## src/rtl/irqc_pkg.sv

```systemverilog
package irqc_pkg;

    localparam int NUM_LINES = 32;
    localparam int IDX_W     = $clog2(NUM_LINES);

    typedef enum logic [1:0] {
        ACK_LEVEL  = 2'd0,
        ACK_EDGE   = 2'd1,
        ACK_STICKY = 2'd2
    } ack_mode_e;

    typedef enum logic {
        SEL_MASK   = 1'b0,
        SEL_STATUS = 1'b1
    } reg_sel_e;

    typedef struct packed {
        logic mask_we;
        logic stat_we;
    } wr_strobe_t;

    // Encoding 3 is not defined and falls back to level behaviour.
    function automatic ack_mode_e decode_mode(input logic [1:0] raw);
        case (raw)
            2'd1:    return ACK_EDGE;
            2'd2:    return ACK_STICKY;
            default: return ACK_LEVEL;
        endcase
    endfunction

    function automatic wr_strobe_t decode_write(input logic we, input logic sel);
        wr_strobe_t s;
        s.mask_we = we && (reg_sel_e'(sel) == SEL_MASK);
        s.stat_we = we && (reg_sel_e'(sel) == SEL_STATUS);
        return s;
    endfunction

endpackage

```

## src/rtl/irqc_capture.sv

```systemverilog
module irqc_capture #(
    parameter int N = irqc_pkg::NUM_LINES
) (
    input  logic         clk,
    input  logic         rst,
    input  logic [N-1:0] lines_i,
    output logic [N-1:0] rise_o
);

    logic [N-1:0] prev_q;

    always_ff @(posedge clk) begin
        if (rst) prev_q <= '0;
        else     prev_q <= lines_i;
    end

    for (genvar g = 0; g < N; g++) begin : g_rise
        assign rise_o[g] = lines_i[g] & ~prev_q[g];
    end

endmodule

```

## src/rtl/irqc_status.sv

```systemverilog
module irqc_status
    import irqc_pkg::*;
#(
    parameter int N = irqc_pkg::NUM_LINES
) (
    input  logic         clk,
    input  logic         rst,
    input  ack_mode_e    mode_i,
    input  logic [N-1:0] lines_i,
    input  logic [N-1:0] rise_i,
    input  logic [N-1:0] mask_i,
    input  logic         stat_we_i,
    input  logic [N-1:0] wdata_i,
    output logic [N-1:0] status_o
);

    logic [N-1:0] status_q;
    logic [N-1:0] set_v;
    logic [N-1:0] clr_v;
    logic [N-1:0] status_d;

    always_comb begin
        set_v    = '0;
        clr_v    = '0;
        status_d = status_q;
        case (mode_i)
            ACK_EDGE: begin
                set_v    = rise_i;
                clr_v    = stat_we_i ? wdata_i : '0;
                status_d = (status_q & ~clr_v) | set_v;
            end
            ACK_STICKY: begin
                set_v    = lines_i;
                clr_v    = stat_we_i ? ~wdata_i : '0;
                status_d = (status_q & ~clr_v) | set_v;
            end
            default: begin
                status_d = lines_i & mask_i;
            end
        endcase
    end

    always_ff @(posedge clk) begin
        if (rst) status_q <= '0;
        else     status_q <= status_d;
    end

    assign status_o = status_q;

endmodule

```

## src/rtl/irqc_prio.sv

```systemverilog
module irqc_prio #(
    parameter int N     = irqc_pkg::NUM_LINES,
    parameter int IDX_W = $clog2(N)
) (
    input  logic [N-1:0]     req_i,
    output logic             valid_o,
    output logic [IDX_W-1:0] idx_o
);

    always_comb begin
        idx_o = '0;
        for (int i = N - 1; i >= 0; i--) begin
            if (req_i[i]) idx_o = IDX_W'(i);
        end
    end

    assign valid_o = |req_i;

endmodule

```

## src/rtl/irq_ctrl.sv

```systemverilog
module irq_ctrl
    import irqc_pkg::*;
#(
    parameter int N     = irqc_pkg::NUM_LINES,
    parameter int IDX_W = $clog2(N)
) (
    input  logic             clk,
    input  logic             rst,
    input  logic [1:0]       mode_i,
    input  logic [N-1:0]     irq_lines_i,
    input  logic             wr_en_i,
    input  logic             addr_i,
    input  logic [N-1:0]     wr_data_i,
    output logic [N-1:0]     rd_data_o,
    output logic             irq_req_o,
    output logic             pend_valid_o,
    output logic [IDX_W-1:0] pend_idx_o
);

    ack_mode_e    mode;
    wr_strobe_t   strobe;
    logic [N-1:0] mask_q;
    logic [N-1:0] status_q;
    logic [N-1:0] rise;
    logic [N-1:0] pending;

    assign mode   = decode_mode(mode_i);
    assign strobe = decode_write(wr_en_i, addr_i);

    always_ff @(posedge clk) begin
        if (rst)                 mask_q <= '0;
        else if (strobe.mask_we) mask_q <= wr_data_i;
    end

    irqc_capture #(.N(N)) u_capture (
        .clk     (clk),
        .rst     (rst),
        .lines_i (irq_lines_i),
        .rise_o  (rise)
    );

    irqc_status #(.N(N)) u_status (
        .clk       (clk),
        .rst       (rst),
        .mode_i    (mode),
        .lines_i   (irq_lines_i),
        .rise_i    (rise),
        .mask_i    (mask_q),
        .stat_we_i (strobe.stat_we),
        .wdata_i   (wr_data_i),
        .status_o  (status_q)
    );

    assign pending = status_q & mask_q;

    irqc_prio #(.N(N), .IDX_W(IDX_W)) u_prio (
        .req_i   (pending),
        .valid_o (pend_valid_o),
        .idx_o   (pend_idx_o)
    );

    assign irq_req_o = pend_valid_o;
    assign rd_data_o = (reg_sel_e'(addr_i) == SEL_STATUS) ? status_q : mask_q;

endmodule

```

## config.mk

```make
export PLATFORM = sky130hd
export DESIGN_NAME = irq_ctrl
export DESIGN_NICKNAME = d
export VERILOG_FILES = /design/src/rtl/irqc_pkg.sv /design/src/rtl/irqc_capture.sv /design/src/rtl/irqc_status.sv /design/src/rtl/irqc_prio.sv /design/src/rtl/irq_ctrl.sv
export SDC_FILE = /design/constraint.sdc
export NUM_CORES = 1
export LEC_CHECK = 0
export ABC_AREA = 1
export BUFFER_PORTS_ARGS = -buffer_cell sky130_fd_sc_hd__buf_2
export CELL_PAD_IN_SITES_DETAIL_PLACEMENT = 1
export CELL_PAD_IN_SITES_GLOBAL_PLACEMENT = 1
export CORE_AREA = 2 2 128 130
export DETAILED_ROUTE_END_ITERATION = 7
export DIE_AREA = 0 0 130 132
export MAX_ROUTING_LAYER = met4
export PLACE_DENSITY_LB_ADDON = 0.12
export SYNTH_ARGS = -nofsm -noshare
export SYNTH_HDL_FRONTEND = slang
export SYNTH_HIERARCHICAL = 1
export SYNTH_SLANG_ARGS = --single-unit
```

## constraint.sdc

```tcl
create_clock -name clk -period 4.6 [get_ports clk]
set_input_delay 0.69 -clock clk [delete_from_list [all_inputs] [get_ports clk]]
set_output_delay 0.69 -clock clk [all_outputs]
set_load 0.02 [all_outputs]
```

==> qor.txt, run 1 <==
Max FO, Critical Path: 4
RSZ-0062 raised after global routing: no
CP Capture Type: primary output
Fmax: 305.2 MHz
Tightest Pin Transition: 920.7 ps
Switching share of power: 0.3418
Port Buffers: 108
Final worst-path cycle share: 0.7124
Die area: 17,160 um2
Synth top area share: 0.3079
Crit Path Category: register to primary output
Data arrival, critical path: 2590 ps
Clk Latency, worst-skew pair: 350 ps
Fin. max-slew vios: 0
Most frequent cell after synthesis: nand2_1
Hold WC Path Type: register to register
First-pass GRT wire length: 33,660 um
Initial DRC Count: 334
DR pass1 iterations: 4
Clk buf depth: 2
Total Routed Length: 20,480 um
Post-CTS setup repair buffer count: 0
Worst slew margin relative to its limit: 0.3862
Total gr overflow: 0
Maxcap violations: 0
Setup Skew: 4.896 ps
All-Layer GR Usage: 0.2530
Initial antenna violation count: 0
WL per Instance: 13.68 um
CP startpoint kind: register
Via density per instance: 4.609
Register area: 1922 um2
CTS tree: built
Cts bufs inserted: 9
Commonest register cell after synthesis: dfxtp_1
Syn-to-layout area delta: 12.75%
H-tree levels: 3
CP most frequent cell: nand2_1
Endpoints failing hold: 0
Final setup violation count: 0
CP max stage cell: dfxtp_1
Yosys cell types: 26
Int Pwr: 1449 uW
Setup TNS: 0 ps
Vias: 6,900
Syn Area/Cell: 5.346 um2
Post-synth EDFFs: 0
Multi-input combinational cell area: 3221 um2
Placed Instances: 1,481
Worst r2r path cells: 6
Die width: 130 um
Mapped Area: 6389 um2
Register area share after synthesis: 0.3008
Top cells by count, synth: 524 x nand2_1, 228 x inv_1, 209 x nor2_1, 96 x dfxtp_1
Final HPWL DP: 13,700 um
Post-cts hold buffer count: 0
Die H: 132 um
Root buffer cell: clkbuf_16
Largest net degree at the start of global routing: 65
# DRC: 0
CP peak stage delay: 370 ps
Initial Util: 0.4066
Clk pwr share: 0.328
Main area contributors after synthesis: nand2_1 31%, dfxtp_1 30%, inv_1 13%
Layout Nets: 1,348
Post-synthesis async set-or-reset flop share: 0
Leak Pwr: 0.004466 uW
Fillers: 2,381
Vias in the first global route: 6,989
Required time of the critical path: 3910 ps
Post-route ant nets: 0
Combinational Power Share: 0.247
PwrDens: 305.6 nW/um2
Ys Warns: 6
Core Footprint: 15,710 um2
I/O pin cnt: 109
Final cell count without fillers: 1,497
Cells after Synth: 1,195
VDD IR max: 0.1800 mV
FF+latch count, synth: 96
Sequential power share: 0.425
Sw Pwr: 752.3 uW
Status: completed
GPL Wtd Cong: 0.7808
Tmin final: 3277 ps
Cell Rows: 46
Synthesized Nets: 1,267
Hold Path Stages: 2
Worst-path clk slew: 70 ps
Ant. Diodes: 0
Layout cells sized above 1: 0.1116
Sink Count: 96
Dominant cell type by area after synthesis: nand2_1
Post_cts resized: 0
==> power by group through the flow <==
stage | registers [uW] | logic, uW | clock network, uW
6_report | 936 | 544 | 721
5_1_grt | 945 | 616 | 772
4_1_cts | 936 | 550 | 734
3_5_place_dp | 956 | 546 | 0
3_3_place_gp | 953 | 533 | 0
2_1_floorplan | 941 | 385 | 0
==> through the flow <==
step | utilization | setup WS [ps] | total power, uW | area (um2) | hold slack [ps]
finish | 0.4584 | 1323 | 2201 | 7203 | 516.3
global route | 0.4584 | 958.4 | 2333 | 7203 | 546.2
CTS | 0.4584 | 1313 | 2221 | 7203 | 520.3
detailed placement | 0.4415 | 1682 | 1501 | 6937 | 510.8
global placement | 0.4415 | 1735 | 1486 | 6937 | 504.8
floorplan | - | 1985 | 1326 | 6389 | 491.5
==> layout make-up <==
type	count	share of cell area
Multi-Input combinational cell	816	0.4471
Sequential cell	96	0.2668
Inverter	236	0.1271
Timing Repair Buffer	117	0.08442
Tap cell	216	0.03752
Clock buffer	12	0.03422
Clock inverter	4	0.002779
==> kinds of logic after synthesis <==
kind of cell | synth area share
buf+inv | 0.1955
fa+ha+maj | 0.003916
flops | 0.3008
compound gates | 0.03584
simple gates | 0.4640
==> placed cells by master, fill, tap and decap left out, types with 2 or more instances in the layout <==
| cell | synthesis | routed |
|---|---|---|
| nor4_1 | 2 | 2 |
| clkinv_2 | 0 | 4 |
| buf_2 | 17 | 108 |
| inv_1 | 228 | 227 |
| nand3_1 | 34 | 34 |
| buf_4 | 2 | 9 |
| nor2_1 | 209 | 209 |
| bufinv_8 | 2 | 2 |
| dfxtp_1 | 96 | 96 |
| clkbuf_16 | 0 | 9 |
| nor3_1 | 2 | 2 |
| clkbuf_1 | 8 | 2 |
| inv_2 | 5 | 6 |
| nand2_1 | 524 | 524 |
| a21oi_1 | 34 | 34 |
==> flip-flops by register name (all words and copies together), names as in the netlist <==
| signal | flops |
|---|---|
| u_capture/prev_q | 32 |
| u_status/status_o | 32 |
| mask_q | 32 |
==> metal layers <==
metal	share of wire	wire length, um	global-route usage
met5	0	0	-
met4	0.011	235	0.05854
met3	0.037	764	0.02273
met2	0.49	9977	0.4296
met1	0.46	9505	0.3245
==> path summary, 6_finish.rpt <==
path,start,endpoint,slack [ps]
setup / recovery,u_status/status_o[29],pend_idx_o[0],1320
hold / removal,mask_q[19],mask_q[19],520
setup reg to reg,u_status/status_o[23],u_status/status_o[23],3710
hold reg to reg,mask_q[19],mask_q[19],520
==> worst max-delay path: cells and delay by family (launching register included) <==
kind | cells | cell delay [ps]
DFF | 1 | 370
and+or+nand+nor | 29 | 1460
AOI/OAI and AO/OA | 1 | 110
buffers and inverters | 3 | 290
No activity file was read; power rests on OpenSTA's default activity.
==> run 2: changes to the inputs <==
--- a/config.mk
+++ b/config.mk
@@ -9,9 +9,9 @@
 export BUFFER_PORTS_ARGS = -buffer_cell sky130_fd_sc_hd__buf_2
 export CELL_PAD_IN_SITES_DETAIL_PLACEMENT = 1
 export CELL_PAD_IN_SITES_GLOBAL_PLACEMENT = 1
-export CORE_AREA = 2 2 128 130
+export CORE_AREA = 2 2 141 143
 export DETAILED_ROUTE_END_ITERATION = 7
-export DIE_AREA = 0 0 130 132
+export DIE_AREA = 0 0 143 145
 export MAX_ROUTING_LAYER = met4
 export PLACE_DENSITY_LB_ADDON = 0.12
 export SYNTH_ARGS = -nofsm -noshare
==> constraint.sdc (replaced) <==
create_clock -name clk -period 3 [get_ports clk]
set_input_delay 0.45 -clock clk [delete_from_list [all_inputs] [get_ports clk]]
set_output_delay 0.45 -clock clk [all_outputs]
set_load 0.02 [all_outputs]
==> run 2 against run 1 <==
  * Total power up 62%
  * Clock power up 76%
  * Register-to-register slack worse by 1600 ps
  * Setup slack worse by 1300 ps
  * Critical endpoint unchanged
  * Routed wire length rose by 1.5%
  * Largest power group unchanged
  * Die area grew 21%
  * Via count shrank 1.8%
==> qor.txt, run 2 (synthesized netlist as in run 1, its figures left out) <==
Status: completed
Initial DRC Count: 219 (-34%)
Leak Pwr: 0.004566 uW (+2.2%)
Hold path start: irq_lines_i[13]
Max FO, Critical Path: 4 (unchanged)
Tightest Pin Transition: 655.1 ps (-265.6 ps)
CP Capture Type: primary output
Initial antenna violation count: 0 (unchanged)
Fillers: 2,781 (+17%)
Initial Util: 0.3326 (-0.07398)
Worst R2R Setup Slack: 2100 ps (-1610 ps)
CP peak stage delay: 350 ps (-20 ps)
Final cell count without fillers: 1,559 (+4.1%)
Dpl ws: 304.7 ps (-1377 ps)
Ant. Diodes: 0 (unchanged)
Largest net degree at the start of global routing: 39 (-40%)
Syn-to-layout area delta: 16.78%
Port Buffers: 108 (unchanged)
PwrDens: 478.2 nW/um2 (+56%)
Total Routed Length: 20,780 um (+1.5%)
Via density per instance: 4.344 (-5.7%)
Clk buf depth: 2 (unchanged)
Worst slew margin relative to its limit: 0.5626 (+0.1764)
Worst-path clk slew: 70 ps (about the same)
Total gr overflow: 0 (unchanged)
CP max stage cell: dfxtp_2
Die H: 145 um (+9.8%)
Vias in the first global route: 6,694 (-4.2%)
Maxcap violations: 0 (unchanged)
Hold WC Path Type: input port to register
Finished Core Util: 0.3884 (-0.06999)
Reg2reg start: u_status/status_o[29]
CTS tree: built
Data arrival, critical path: 2500 ps (-90 ps)
DR pass1 iterations: 4 (unchanged)
Die area: 20,740 um2 (+21%)
Commonest non-fill, non-tap cell in the layout: nand2_1
Post-cts hold buffer count: 0 (unchanged)
Critical R2R Capture: u_status/status_o[29]
CP startpoint kind: register
Required time of the critical path: 2550 ps (-1360 ps)
Final setup violation count: 0 (unchanged)
Die width: 143 um (+10%)
Worst r2r path cells: 7 (+1)
Setup Skew: 7.929 ps (+3.033 ps)
VDD IR max: 0.2784 mV (+55%)
Crit Path Category: register to primary output
Final worst-path cycle share: 0.9840
Sink Count: 96 (unchanged)
Fin. max-slew vios: 0 (unchanged)
Fmax: 338.7 MHz
Placed Instances: 1,539 (+3.9%)
Most frequent cells in the layout: 524 x nand2_1, 226 x inv_1, 209 x nor2_1, 107 x buf_2, 86 x dfxtp_1
Final HPWL DP: 14,870 um (+8.5%)
WL per Instance: 13.33 um (-2.6%)
Cell Rows: 51 (+11%)
I/O pin cnt: 109 (unchanged)
Layout cells sized above 1: 0.1306 (+0.01897)
Setup WS post-layout: 47.94 ps (-1275 ps)
Vias: 6,773 (-1.8%)
# DRC: 0 (unchanged)
First-pass GRT wire length: 33,750 um (+0.26%)
WHS Endpoint: u_capture/prev_q[13]
Clk Latency, worst-skew pair: 350 ps (about the same)
Hold Path Stages: 3 (+1)
Tmin final: 2952 ps
Endpoints failing hold: 0 (unchanged)
RSZ-0062 raised after global routing: yes
Root buffer cell: clkbuf_16
Core Footprint: 19,210 um2 (+22%)
Cts bufs inserted: 9 (unchanged)
CP most frequent cell: nand2_1
Layout Nets: 1,363 (+1.1%)
GPL Wtd Cong: 0.7988 (+2.3%)
H-tree levels: 3 (unchanged)
All-Layer GR Usage: 0.2119 (-0.04105)
Post-route ant nets: 0 (unchanged)
-- run 2: cell count changes in the layout (fill, tap and decap cells not counted), moves of 2 or more --
cell / previous run / this run
buf_4: 9 / 23
bufinv_16: 0 / 2
clkinv_2: 4 / 0
dfxtp_1: 96 / 86
dfxtp_2: 0 / 10
-- run 2: worst max path at each step --
stage	cells after the start	slack, ps	startpoint	to
after floorplan	32	620	u_status/status_o[29]	pend_idx_o[0]
after global placement	33	320	u_status/status_o[29]	pend_idx_o[0]
after detailed placement	29	300	u_status/status_o[25]	pend_idx_o[0]
after CTS	34	-20	u_status/status_o[30]	pend_idx_o[0]
after global routing	34	-230	u_status/status_o[30]	pend_idx_o[0]
final	29	50	u_status/status_o[25]	pend_idx_o[0]
-- run 2: critical path: cells and delay by family (launching register included) --
family / cells / cell delay [ps]
AND/OR/NAND/NOR: 25 / 1270
buffers and inverters: 3 / 390
flip-flops: 1 / 350
AO/OA/AOI/OAI: 1 / 150
-- run 2: final cells by class --
type / instances / area (um2) / area share
flip-flops and latches: 96 / 1934 / 0.2593
well taps: 265 / 331.6 / 0.04444
clock inverters: 3 / 67.56 / 0.009056
multi-input cells: 816 / 3229 / 0.4328
clock buffers: 11 / 242.7 / 0.03253
inverters: 236 / 915.9 / 0.1228
repair buffers: 132 / 739.5 / 0.09911
-- run 2: per-layer routing --
metal | vias up | track usage | routed length, um
met5 | - | - | 0
met2 | 82 | 0.3529 | 9845
met1 | 3080 | 0.2787 | 10140
li1 | 3600 | - | -
met4 | 0 | 0.04604 | 193
met3 | 11 | 0.02013 | 602
-- run 2: per-stage QoR --
| stage | hold slack, ps | TNS [ps] | power (uW) | cell area, um2 |
|---|---|---|---|---|
| floorplan | 491.5 | 0 | 2032 | 6389 |
| global placement | 501.1 | 0 | 2307 | 7076 |
| detailed placement | 511.6 | 0 | 2321 | 7076 |
| CTS | 336.4 | -23.86 | 3633 | 7445 |
| global route | 358.6 | -226.0 | 3794 | 7461 |
| finish | 350.9 | 0 | 3568 | 7461 |
-- run 2: what timing repair did --
item / 4_1_cts / 5_1_grt
pin swaps: 1 / 1
endpoints found under the setup margin: 1 / 2
resized for setup: 11 / 4
setup buffers: 6 / 0
-- run 2: power breakdown --
group          total (uW)  internal [uW]  switching [uW]
registers            1430           1360            68.6
clock network        1270            746             527
logic                 861            300             561
